[src/rtl/rs_pkg.sv]
package rs_pkg;
  localparam int unsigned ACC_W      = 48;
  localparam int unsigned LEAP_W     = 32;
  localparam int unsigned OFS_W      = 9;
  localparam int unsigned PH_W       = OFS_W - 1;
  localparam int unsigned DATA_W     = 16;
  localparam int unsigned FIFO_DEPTH = 8;
  localparam int unsigned MIN_FILL   = 2;
  localparam int unsigned XD_W       = 2;
endpackage

[src/rtl/rs_rate_acc.sv]
module rs_rate_acc #(
  parameter int unsigned W     = 48,
  parameter int unsigned OUT_W = 8
) (
  input  logic             clk_i,
  input  logic             rst_ni,
  input  logic             load_i,
  input  logic [W-1:0]     load_val_i,
  input  logic             adv_i,
  input  logic [W-1:0]     step_i,
  output logic             carry_o,
  output logic [OUT_W-1:0] phase_o
);
  logic [W-1:0] acc_q;
  logic         carry_q;
  logic [W:0]   sum;

  assign sum = {1'b0, acc_q} + {1'b0, step_i};

  always_ff @(posedge clk_i or negedge rst_ni) begin
    if (!rst_ni) begin
      acc_q   <= '0;
      carry_q <= 1'b0;
    end else if (load_i) begin
      acc_q   <= load_val_i;
      carry_q <= 1'b0;
    end else if (adv_i) begin
      acc_q   <= sum[W-1:0];
      carry_q <= sum[W];
    end else begin
      carry_q <= 1'b0;
    end
  end

  assign carry_o = carry_q;
  assign phase_o = acc_q[W-1 -: OUT_W];

  // a reload never produces a wrap pulse
  a_r5_load_no_carry: assert property (@(posedge clk_i) disable iff (!rst_ni)
    load_i |=> !carry_o);
  // phase only moves when stepped or reloaded
  a_r2_hold_idle: assert property (@(posedge clk_i) disable iff (!rst_ni)
    (!load_i && !adv_i) |=> ($stable(acc_q) && !carry_o));
endmodule

[src/rtl/rs_leap_timer.sv]
module rs_leap_timer #(
  parameter int unsigned W = 32
) (
  input  logic         clk_i,
  input  logic         rst_ni,
  input  logic         run_i,
  input  logic [W-1:0] interval_i,
  output logic         hit_o
);
  logic [W-1:0] cnt_q;

  assign hit_o = run_i && (interval_i != '0) && (cnt_q >= interval_i - W'(1));

  always_ff @(posedge clk_i or negedge rst_ni) begin
    if (!rst_ni)                      cnt_q <= '0;
    else if (!run_i || hit_o)         cnt_q <= '0;
    else if (interval_i != '0)        cnt_q <= cnt_q + W'(1);
  end

  // back-to-back events only for an interval of one
  a_r5_leap_spacing: assert property (@(posedge clk_i) disable iff (!rst_ni)
    (hit_o && interval_i > W'(1) && $stable(interval_i)) |=> !hit_o);
endmodule

[src/rtl/rs_sample_fifo.sv]
module rs_sample_fifo #(
  parameter int unsigned DW    = 16,
  parameter int unsigned DEPTH = 8,
  localparam int unsigned AW   = $clog2(DEPTH),
  localparam int unsigned CW   = AW + 1
) (
  input  logic          clk_i,
  input  logic          rst_ni,
  input  logic          push_i,
  input  logic [DW-1:0] data_i,
  input  logic          pop_i,
  output logic [DW-1:0] head_o,
  output logic [CW-1:0] cnt_o,
  output logic          ovf_o,
  output logic          unf_o
);
  logic [DW-1:0] mem_q [DEPTH];
  logic [AW-1:0] wptr_q, rptr_q;
  logic [CW-1:0] cnt_q;
  logic          full, empty, do_push, do_pop;
  logic          ovf_q, unf_q;

  assign full    = (cnt_q == CW'(DEPTH));
  assign empty   = (cnt_q == '0);
  assign do_push = push_i && !full;
  assign do_pop  = pop_i && !empty;

  always_ff @(posedge clk_i) begin
    if (do_push) mem_q[wptr_q] <= data_i;
  end

  always_ff @(posedge clk_i or negedge rst_ni) begin
    if (!rst_ni) begin
      wptr_q <= '0;
      rptr_q <= '0;
      cnt_q  <= '0;
      ovf_q  <= 1'b0;
      unf_q  <= 1'b0;
    end else begin
      if (do_push) wptr_q <= wptr_q + AW'(1);
      if (do_pop)  rptr_q <= rptr_q + AW'(1);
      cnt_q <= cnt_q + CW'(do_push) - CW'(do_pop);
      if (push_i && full) ovf_q <= 1'b1;
      if (pop_i && empty) unf_q <= 1'b1;
    end
  end

  assign head_o = mem_q[rptr_q];
  assign cnt_o  = cnt_q;
  assign ovf_o  = ovf_q;
  assign unf_o  = unf_q;

  a_r10_ovf_sticky: assert property (@(posedge clk_i) disable iff (!rst_ni) ovf_o |=> ovf_o);
  a_r11_unf_sticky: assert property (@(posedge clk_i) disable iff (!rst_ni) unf_o |=> unf_o);
  a_r10_cnt_bound:  assert property (@(posedge clk_i) disable iff (!rst_ni) cnt_o <= CW'(DEPTH));
endmodule

[src/rtl/rs_rate_gen.sv]
module rs_rate_gen
  import rs_pkg::*;
(
  input  logic              clk_i,
  input  logic              rst_ni,
  input  logic [ACC_W-1:0]  out_step_i,
  input  logic [ACC_W-1:0]  in_step_i,
  input  logic [OFS_W-1:0]  phase_ofs_i,
  input  logic [LEAP_W-1:0] leap_int_i,
  input  logic [XD_W-1:0]   extra_depth_i,
  input  logic              half_band_i,
  input  logic              wr_en_i,
  input  logic [DATA_W-1:0] wr_data_i,
  output logic              out_stb_o,
  output logic              in_stb_o,
  output logic              rd_stb_o,
  output logic [PH_W-1:0]   res_phase_o,
  output logic [DATA_W-1:0] rd_data_o,
  output logic              ovf_o,
  output logic              unf_o
);
  localparam int unsigned CW    = $clog2(FIFO_DEPTH) + 1;
  localparam int unsigned ZPAD  = ACC_W - PH_W;

  logic              cfg_done_q, run_q, rd_on_q, skip_q, tgl_q;
  logic [XD_W-1:0]   extra_q;
  logic [CW-1:0]     cnt, rd_thr;
  logic [DATA_W-1:0] head, rd_q;
  logic              leap_hit, acc_load, carry2, in_stb, rd_tick, pop;
  logic [PH_W-1:0]   ph1;
  logic [ACC_W-1:0]  ofs_val;

  assign rd_thr   = CW'(MIN_FILL) + CW'(extra_q);
  assign acc_load = !run_q || leap_hit;
  assign ofs_val  = {phase_ofs_i[PH_W-1:0], {ZPAD{1'b0}}};

  // config capture and start gating
  always_ff @(posedge clk_i or negedge rst_ni) begin
    if (!rst_ni) begin
      cfg_done_q <= 1'b0;
      extra_q    <= '0;
      run_q      <= 1'b0;
      rd_on_q    <= 1'b0;
    end else begin
      if (!cfg_done_q) begin
        cfg_done_q <= 1'b1;
        extra_q    <= extra_depth_i;
      end
      if (cfg_done_q && cnt >= CW'(MIN_FILL)) run_q   <= 1'b1;
      if (run_q && cnt >= rd_thr)              rd_on_q <= 1'b1;
    end
  end

  rs_leap_timer #(.W(LEAP_W)) u_leap (
    .clk_i, .rst_ni, .run_i(run_q), .interval_i(leap_int_i), .hit_o(leap_hit)
  );

  rs_rate_acc #(.W(ACC_W), .OUT_W(PH_W)) u_acc_out (
    .clk_i, .rst_ni, .load_i(acc_load), .load_val_i('0), .adv_i(1'b1),
    .step_i(out_step_i), .carry_o(out_stb_o), .phase_o(ph1)
  );

  rs_rate_acc #(.W(ACC_W), .OUT_W(PH_W)) u_acc_in (
    .clk_i, .rst_ni, .load_i(acc_load), .load_val_i(ofs_val), .adv_i(out_stb_o),
    .step_i(in_step_i), .carry_o(carry2), .phase_o(res_phase_o)
  );

  // whole-period offset swallows the first wrap after a load
  always_ff @(posedge clk_i or negedge rst_ni) begin
    if (!rst_ni)       skip_q <= 1'b0;
    else if (acc_load) skip_q <= phase_ofs_i[OFS_W-1];
    else if (carry2)   skip_q <= 1'b0;
  end

  assign in_stb = carry2 && !skip_q;

  always_ff @(posedge clk_i or negedge rst_ni) begin
    if (!rst_ni)     tgl_q <= 1'b0;
    else if (in_stb) tgl_q <= ~tgl_q;
  end

  assign rd_tick = in_stb && (!half_band_i || !tgl_q);
  assign pop     = rd_tick && rd_on_q;

  rs_sample_fifo #(.DW(DATA_W), .DEPTH(FIFO_DEPTH)) u_fifo (
    .clk_i, .rst_ni, .push_i(wr_en_i), .data_i(wr_data_i), .pop_i(pop),
    .head_o(head), .cnt_o(cnt), .ovf_o, .unf_o
  );

  always_ff @(posedge clk_i or negedge rst_ni) begin
    if (!rst_ni)  rd_q <= '0;
    else if (pop) rd_q <= (cnt == '0) ? '0 : head;
  end

  assign in_stb_o  = in_stb;
  assign rd_stb_o  = pop;
  assign rd_data_o = rd_q;

  a_r6_idle_no_stb:   assert property (@(posedge clk_i) disable iff (!rst_ni)
    !run_q |=> !out_stb_o);
  a_r2_in_follows_out: assert property (@(posedge clk_i) disable iff (!rst_ni)
    in_stb_o |-> $past(out_stb_o));
  a_r8_zero_pre_read: assert property (@(posedge clk_i) disable iff (!rst_ni)
    !rd_on_q |-> (rd_data_o == '0));
  a_r7_extra_frozen:  assert property (@(posedge clk_i) disable iff (!rst_ni)
    cfg_done_q |=> $stable(extra_q));
  a_r5_leap_zero_ph:  assert property (@(posedge clk_i) disable iff (!rst_ni)
    leap_hit |=> (ph1 == '0));
  a_r9_hb_alternate:  assert property (@(posedge clk_i) disable iff (!rst_ni)
    (half_band_i && rd_stb_o) |-> !tgl_q);
endmodule

[config.mk]
export PLATFORM = sky130hd
export DESIGN_NAME = rs_rate_gen
export DESIGN_NICKNAME = d
export VERILOG_FILES = /design/src/rtl/rs_pkg.sv /design/src/rtl/rs_rate_acc.sv /design/src/rtl/rs_leap_timer.sv /design/src/rtl/rs_sample_fifo.sv /design/src/rtl/rs_rate_gen.sv
export SDC_FILE = /design/constraint.sdc
export NUM_CORES = 1
export LEC_CHECK = 0
export ABC_AREA = 0
export BUFFER_PORTS_ARGS = -buffer_cell sky130_fd_sc_hd__buf_2
export CORE_ASPECT_RATIO = 1.5
export CORE_MARGIN = 2
export CORE_UTILIZATION = 60
export DETAILED_ROUTE_END_ITERATION = 12
export PLACE_DENSITY_LB_ADDON = 0.08
export SKIP_LAST_GASP = 1
export SLEW_MARGIN = 30
export SYNTH_ARGS = -nofsm -noshare
export SYNTH_HDL_FRONTEND = slang
export SYNTH_SLANG_ARGS = --single-unit
[constraint.sdc]
create_clock -name clk_i -period 5.9 [get_ports clk_i]
set_input_delay 1.18 -clock clk_i [delete_from_list [all_inputs] [get_ports clk_i]]
set_output_delay 1.18 -clock clk_i [all_outputs]
set_load 0.03 [all_outputs]
# Yosys cells after proc, flatten, opt, wreduce, memory -nomap -nowiden
# Memory sizes are Yosys's and may differ from the RTL's.
# Index checks and enable logic that the tools add are counted.
[totals]
register_bits = 165
ram_bits = 128
inputBits = 159
output_inout_bits = 29
word_cells = 69
n_memories = 1
[classes]
n_addsub = 9
n_lt_le_gt_ge = 3
eq_ne = 1
muxes = 13
bitwise_logic = 1
reduce_logical = 24
[memory_table]
columns = ["memory", "depth", "word_bits", "read_ports", "rd_ports_with_merged_regs", "wr", "line", "source"]
rows = [
  ["u_fifo.mem_q", 8, 16, 1, 0, 1, "rs_sample_fifo.sv:17", "logic [DW-1:0] mem_q [DEPTH];"],
]
[ops]
columns = ["operator", "count"]
rows = [
  ["2-to-1 mux 48 bit", 3],
  ["adder 48 x 48 -> 49 bit", 2],
  ["2-to-1 mux 32 bit", 2],
  ["adder 32 x 1 -> 32 bit (second input constant)", 1],
  [">= comparator 32 bit", 1],
  ["nonzero test 32 bit", 1],
  ["subtractor 32 x 1 -> 32 bit (second input constant)", 1],
  ["2-to-1 mux 16 bit", 1],
  ["logical AND 1 bit", 11],
  ["2-to-1 mux 1 bit", 7],
  ["adder 3 x 1 -> 3 bit (second input constant)", 2],
  ["zero test 1 bit", 6],
  ["nonzero test 2 bit", 3],
  ["adder 4 x 1 -> 4 bit", 1],
  ["== test 4 bit (second input constant)", 1],
  [">= comparator 4 x 2 -> 1 bit (second input constant)", 1],
  [">= comparator 4 x 3 -> 1 bit", 1],
  ["zero test 4 bit", 1],
  ["subtractor 4 x 1 -> 4 bit", 1],
  ["adder 2 x 2 -> 3 bit (first input constant)", 1],
  ["logical OR 1 bit", 2],
  ["inverter 1 bit", 1],
]

# Logic depth before layout (Yosys ltp)
# Gate-level depths: netlist of the first run.
[depth]
ltp_word = 6
mapped_depth = 22
mapped_depth_nobuf = 18

# Cells and area by module
# Synthesis of the first run repeated with hierarchy kept, for this count alone.
[hier_totals]
hier_cells = 1886
hier_area_um2 = 19429.9
[by_module_without_submodules]
columns = ["module", "n_inst", "cells_per_inst", "area_each_um2", "seq_area_each_um2"]
rows = [
  ["rs_sample_fifo", 1, 247, 5562.8, 4144.0],
  ["rs_rate_acc at u_acc_out", 1, 604, 4959.8, 1226.2],
  ["rs_rate_acc at u_acc_in", 1, 571, 4790.8, 1226.2],
  ["rs_leap_timer", 1, 362, 3036.7, 800.8],
  ["rs_rate_gen", 1, 102, 1079.8, 575.6],
]

# Worst setup path after synthesis of the first run
# OpenSTA, ideal clock, no wires.
[synth_path]
path_kind = "input port to flip-flop"
from = "in leap_int_i[7]"
to = "reg u_acc_in.acc_q[44]"
setup_time_ns = 0.069
t_arrival_ns = 4.706
path_slack_ns = 1.124
stages = 15
n_path_buf = 1
path_cell_list = "or4_1 or3_1 clkbuf_1 or3_1 nor4_1 xnor2_1 ha_1 a21o_1 a21o_1 a21oi_1 o2111ai_1 a21o_1 and2_1 or4b_1 nand3_1"
[synth_between]
elab_chain_len = 5
elab_cells_between_ends = 8
cone_classes = "add/sub (1); order compare (1); mux (1); reduce/logical (5)"
[synth_lines]
columns = ["item", "line", "source"]
rows = [
  ["start: declaration", "rs_rate_gen.sv:9", "input logic [LEAP_W-1:0] leap_int_i,"],
  ["subtractor 32 x 1 -> 32 bit / nonzero test 32 bit (equally long branches)", "rs_leap_timer.sv:12", "assign hit_o = run_i && (interval_i != '0) && (cnt_q >= interval_i - W'(1));"],
  [">= comparator 32 bit / logical AND 1 bit (equally long branches)", "rs_leap_timer.sv:12", ""],
  ["logical AND 1 bit *", "rs_leap_timer.sv:12", ""],
  ["logical OR 1 bit *", "rs_rate_gen.sv:34", "assign acc_load = !run_q || leap_hit;"],
  ["2-to-1 mux 48 bit / nonzero test 2 bit (equally long branches)", "-", ""],
  ["end signal: assignment", "rs_rate_acc.sv:25", "acc_q <= load_val_i;"],
  ["end signal: assignment", "rs_rate_acc.sv:28", "acc_q <= sum[W-1:0];"],
  ["end: declaration", "rs_rate_acc.sv:14", "logic [W-1:0] acc_q;"],
]
# Every way passes the cells marked *; elsewhere a longest branch is shown, timed or not.
# A chain may end at the register's enable or synchronous reset.

# Worst setup path after layout of the first run
[layout_path]
from = "in leap_int_i[0]"
to = "reg u_acc_in.acc_q[44]"
# The elaborated chain is that of the path after synthesis.

==> results of run 1 <==
==> logic make-up after synthesis <==
kind of cell,share of synthesized area
DFF,0.4484
AOI/OAI and AO/OA,0.1435
and+or+nand+nor,0.1358
buffers and inverters,0.02604
xor gates and xnor gates,0.07045
other,0.0002109
muxes,0.07291
adders and majority gates,0.1026
==> flip-flops by register name (all words and copies together), names as in the netlist <==
register and count:
u_fifo.wptr_q 3, rd_data_o 16, u_fifo.ovf_o 1, extra_q 2, tgl_q 1, u_fifo.mem_q 128
u_fifo.rptr_q 3, u_fifo.cnt_o 4, skip_q 1, rd_on_q 1, u_fifo.unf_o 1, u_acc_in.carry_o 1
u_acc_out.carry_o 1, run_q 1, u_acc_in.acc_q 48, u_leap.cnt_q 32, u_acc_out.acc_q 48, cfg_done_q 1
==> per-layer routing <==
metal,vias to the layer above,GRT usage
li1,6492,-
met1,6470,0.3229
met2,318,0.4893
met3,93,0.04791
met4,6,0.09709
met5,-,0
==> layout by cell type, fill, tap and decap left out, types with 37 or more instances in the layout <==
cell type and n:
nand2_1 111, xnor2_1 74, nor2_1 178, mux2i_1 53
a21oi_1 110, dfrtp_1 161, xor2_1 69, inv_1 37
o21ai_0 103, a21o_1 76, edfxtp_1 128, buf_2 186
ha_1 141
==> layout make-up <==
class	count	area [sq um]
diodes	2	5.005
clock buffers	30	729.5
clock inverters	24	247.7
fillers	2325	9233
inverters	37	138.9
multi-input cells	1283	9417
flip-flops and latches	293	7978
well taps	395	494.2
repair buffers	196	1046
==> through the flow <==
stage                     instances  area (sq um)  hold WS (ns)
final                          2260         20060        0.4678
after global routing           2258         20050        0.4928
after CTS                      2256         20020        0.4656
after detailed placement       2202         19050        0.4513
after global placement         2202         19020        0.4412
after floorplan                1689         17780        0.4274
==> power by group <==
group	internal, mW	total [mW]	switching (mW)
Clock	1.05	1.89	0.842
Sequential	2.78	3.16	0.386
Combinational	2.23	5.23	3.00
Total	6.06	10.3	4.23
==> worst max-delay path by stage <==
stage / startpoint / end / slack, ns / cells after the start
CTS: leap_int_i[0] / u_acc_in.acc_q[44] / 0.97 / 18
detailed placement: leap_int_i[0] / u_acc_in.acc_q[44] / 0.37 / 18
global route: leap_int_i[0] / u_acc_out.acc_q[36] / 0.59 / 18
global placement: leap_int_i[2] / u_acc_in.acc_q[44] / 0.59 / 17
floorplan: leap_int_i[7] / u_acc_in.acc_q[44] / 1.12 / 15
finish: leap_int_i[0] / u_acc_in.acc_q[44] / 0.93 / 18
==> impl_metrics.ini, run 1 <==
[timing]
finalSetupViolations = 0
rsz0062_at_grt = no
fmax_mhz = 201.4
min_period_ns = 4.966
maxSlewViolCount = 0
finalHoldViolCount = 0
skew_ns = 0.01193
tightest_slew_ns = 0.9261
worst_slack_ns = 0.9343
slew_headroom = 0.3808
setup-tns-final_ns = 0
timing.final.crit_share = 0.8416

[clock_network]
path_clk_slew_ns = 0.07
cts_tree = done
cts_buffers = 29
h-tree-depth = 1
max-clock-path-buffers = 3
cts.sinks = 293
ctsHoldBuffers = 0
postCtsSetupBuffers = 0
cts-root-buf = clkbuf_16
cts_resized = 0
clock_latency_ns = 0.58

[synth]
ys.flop_type = dfrtp_1
yosysTopAreaCell = dfrtp_1
avgSynthCellArea_sq_um = 10.53
synth_warnings = 0
synth_top_cell_area_share = 0.2322
ys_top_cells_by_area = dfrtp_1 (23%), edfxtp_1 (22%), ha_1 (9.9%)
async_flop_share = 0.5631
netlist_area_sq_mm = 0.01778
synth_edf_count = 128
yosysMostFrequentCell = nor2_1
synth.distinct_cells = 75
ys_ff_latch = 293
synth_cells = 1689
netlist_top_cells_count = nor2_1 (184), dfrtp_1 (165), ha_1 (141), edfxtp_1 (128), nand2_1 (111)
ys_seq_area_frac = 0.4484
syn_nets = 1992

[detailed_routing]
met3WireLength_mm = 2.316
drt-initial-drc-count = 676
via_per_inst = 5.920
met1Wirelength_mm = 16.54
ant_nets = 0
dr.pass1.iters = 5
vias = 13379
highest_layer = met5
wl_per_cell_um = 18.40
wirelength_mm = 41.60
wl_met2_mm = 21.35
drc = 0

[pwr]
irDropWorstVdd_v = 0.0003836
leakagePower_nw = 8.812
power_density_mw_per_mm2 = 513.1
power_mw = 10.29

[global_routing]
grt_pass1_vias = 13745
grt_max_degree = 86
grt_pass1_wl_mm = 67.36
antenna_found_initial = 4
overflow = 0
grt_use_total = 0.2721

[critical_path]
max_stage_delay_ns = 0.52
timing.critical_path.buf_inv = 2
crit_arrival_ns = 5.47
crit_family = simple AND/OR/NAND/NOR gates
r2r-start = u_acc_out.acc_q[0]
worstReg2RegEnd = u_acc_out.acc_q[36]
path_max_fanout = 24
slowest_stage = or4b_1
path_class = in2reg
start_kind = input pin
endpoint_kind = flip-flop
ff2ff_setup_slack_ns = 1.74
path_cells = buf_2, inv_1, ha_1, nand2_1, or3_1, or3_1, nor3_1, nand2b_1, nor4_1, xnor2_1, ha_1, nor2b_1, o21ai_0, o2111ai_1, a21o_1, and2_4, or4b_1, nand3_1
reg2reg_depth = 12
required_ns = 6.41

[hold_path]
min_path_type = reg2reg
hold_path_startpoint = u_fifo.ovf_o
min_path_cells = 1
whs_endpoint = u_fifo.ovf_o

[place]
port_buffers = 187
dp_hpwl_mm = 29.78
place_congestion = 0.8845
place_ws_ns = 0.3697

[run_status]
status = finished, final reports clean

[die]
fp.dieH_um = 214.8
dieArea_sq_mm = 0.03105
initial_core_util = 0.6070
ioPinCount = 188
rows = 77
core_area_sq_mm = 0.02929
die_x_um = 144.5

[cells_and_area]
post-route-util = 0.6848
drive_gt1_frac = 0.1691
syn_to_final_growth_pct = 12.81
nets = 2143

[flow_run]
maxCapViolations = 0
(Power assumes the default switching activity.)
==> inputs of run 2 (changes only) <==
--- a/config.mk
+++ b/config.mk
@@ -5,7 +5,7 @@
 export SDC_FILE = /design/constraint.sdc
 export NUM_CORES = 1
 export LEC_CHECK = 0
-export ABC_AREA = 0
+export ABC_AREA = 1
 export BUFFER_PORTS_ARGS = -buffer_cell sky130_fd_sc_hd__buf_2
 export CORE_ASPECT_RATIO = 1.5
 export CORE_MARGIN = 2
==> constraint.sdc (replaced) <==
create_clock -name clk_i -period 5.05 [get_ports clk_i]
set_input_delay 1.01 -clock clk_i [delete_from_list [all_inputs] [get_ports clk_i]]
set_output_delay 1.01 -clock clk_i [all_outputs]
set_load 0.03 [all_outputs]
==> impl_metrics.ini, run 2 <==
[detailed_routing]
wirelength_mm = 54.69
wl_per_cell_um = 16.28
drt-initial-drc-count = 1237
vias = 18565
drc = 0
via_per_inst = 5.525
dr.pass1.iters = 7
ant_nets = 0

[cells_and_area]
nets = 3219
largest_reg_flops = 128
layout_commonest_cell = nand2_1
reg.largest.list = u_fifo.mem_q: 128 flops, u_acc_in.acc_q: 48 flops, u_acc_out.acc_q: 48 flops
syn_to_final_growth_pct = 11.36
layout_common_cells = nand2_1 (734), nor2_1 (433), inv_1 (352)
layout.cells.non_filler = 3360
largest_register = u_fifo.mem_q
drive_gt1_frac = 0.09425

[die]
initial_core_util = 0.6072
core_area_sq_mm = 0.03334
dieArea_sq_mm = 0.03526
rows = 82
die_x_um = 154.0
fp.dieH_um = 229.0
ioPinCount = 188

[synth]
ys_seq_area_frac = 0.3937
synth_top_cell_area_share = 0.2039
ys.flop_type = dfrtp_1
synth_top_family_by_area = simple AND/OR/NAND/NOR gates
yosysTopAreaCell = dfrtp_1
synth.area.mux_share = 0.0005561
yosys.area_share.simple = 0.2755
syn_nets = 3036
synth-adder-area-share = 0.09009
avgSynthCellArea_sq_um = 7.409
synth_compound_area_frac = 0.1123
ys_top_cells_by_area = dfrtp_1 (20%), edfxtp_1 (19%), nand2_1 (14%)
yosysMostFrequentCell = nand2_1
synth-xor-area-share = 0.04715
async_flop_share = 0.5631
synth_warnings = 0
synth_edf_count = 128
ys_ff_latch = 293
netlist_area_sq_mm = 0.02025
netlist_top_cells_count = nand2_1 (734), nor2_1 (433), inv_1 (353), dfrtp_1 (165), o21ai_0 (149)
synth_cells = 2733
synth.distinct_cells = 51

[global_routing]
grt_pass1_vias = 18558
grt_util_met2 = 0.5569
busiest_layer = met2
grt_use_total = 0.3095
grt_max_degree = 81
grt_util_met3 = 0.04522
grt_pass1_wl_mm = 88.31
antenna_found_initial = 2
gr-usage-met1 = 0.3608
overflow = 0

[clock_network]
cts.sinks = 293
cts_tree = done
clock_latency_ns = 0.60
ctsHoldBuffers = 0
postCtsSetupBuffers = 0
cts_buffers = 29
cts_resized = 0
h-tree-depth = 1
path_clk_slew_ns = 0.06
cts-root-buf = clkbuf_16
max-clock-path-buffers = 3

[timing]
rsz0062_at_grt = no
maxSlewViolCount = 0
worst_slack_ns = 0.8887
min_period_ns = 4.161
fmax_mhz = 240.3
finalHoldViolCount = 0
tightest_slew_ns = 0.8545
setup-tns-final_ns = 0
skew_ns = 0.02474
timing.final.crit_share = 0.8240
finalSetupViolations = 0
slew_headroom = 0.4296

[critical_path]
critPathMostFrequentCell = nand2_1
r2r-start = u_fifo.rptr_q[0]
start_kind = input pin
crit_family = simple AND/OR/NAND/NOR gates
reg2reg_depth = 5
timing.critical_path.buf_inv = 5
required_ns = 5.51
crit_arrival_ns = 4.62
endpoint_kind = flip-flop
path_max_fanout = 33
ff2ff_setup_slack_ns = 2.13
critPathLaunch = leap_int_i[0]
slowest_stage = buf_4
cp.depth = 26
worstReg2RegEnd = rd_data_o[3]
max_stage_delay_ns = 0.33
path_class = in2reg

[pwr]
power_frac_comb = 0.551
p_switching_mw = 6.041
intPower_mw = 6.826
seqPwrFrac = 0.283
irDropWorstVdd_v = 0.0004727
power_density_mw_per_mm2 = 570.6
clkPwrFrac = 0.166
power_mw = 12.87
leakagePower_nw = 10.82
p_sw_frac = 0.4695

[run_status]
status = finished, final reports clean

[place]
place_inst = 3305
dp_hpwl_mm = 41.74
place_ws_ns = 0.1969
place_congestion = 0.9745
port_buffers = 187

[hold_path]
min_path_type = in2async

[flow_run]
maxCapViolations = 0
-- run 2: how the worst max path moves through the flow --
stage                               end  slack [ns]
floorplan           u_acc_out.acc_q[13]        1.01
detailed placement    u_acc_in.acc_q[1]        0.20
global placement      u_acc_in.acc_q[1]        0.37
CTS                   u_acc_in.acc_q[1]        0.79
global route          u_acc_in.acc_q[1]        0.37
finish                u_acc_in.acc_q[1]        0.89
-- run 2: kinds of logic after synthesis --
group,Yosys count
AND/OR/NAND/NOR,1374
buffers and inverters,413
AO/OA/AOI/OAI,398
flip-flops,293
adder cells (fa/ha/maj),144
XOR/XNOR,109
other,1
multiplexers,1
-- run 2: power by group through the flow --
stage	sequential (mW)	clock, mW	combinational [mW]
2_1_floorplan	3.67	0	5.13
4_1_cts	3.64	2.16	7.06
3_3_place_gp	3.65	0	6.86
6_report	3.64	2.13	7.09
5_1_grt	3.71	2.25	7.96
3_5_place_dp	3.67	0	7.02
-- run 2: metal layers --
| layer | share of wire | wire length (um) |
|---|---|---|
| met4 | 0.046 | 2538 |
| met5 | 0.00024 | 13 |
| met2 | 0.49 | 26900 |
| met1 | 0.40 | 21980 |
| met3 | 0.060 | 3264 |
-- run 2: final cells by class --
class,count,area [sq um]
clock buffers,36,772.0
clock inverters,18,160.2
inverters,357,1341
diodes,1,2.502
well taps,420,525.5
fillers,2940,10800
flip-flops and latches,293,7973
repair buffers,208,1125
multi-input cells,2027,10650
-- run 2: metrics by stage --
stage,area (sq um),hold WS (ns),utilization
4_1_cts,22550,0.4670,0.6761
3_3_place_gp,21610,0.4488,0.6482
6_report,22550,0.4591,0.6762
3_5_place_dp,21610,0.4485,0.6482
2_1_floorplan,20250,0.4285,-
5_1_grt,22550,0.4905,0.6762
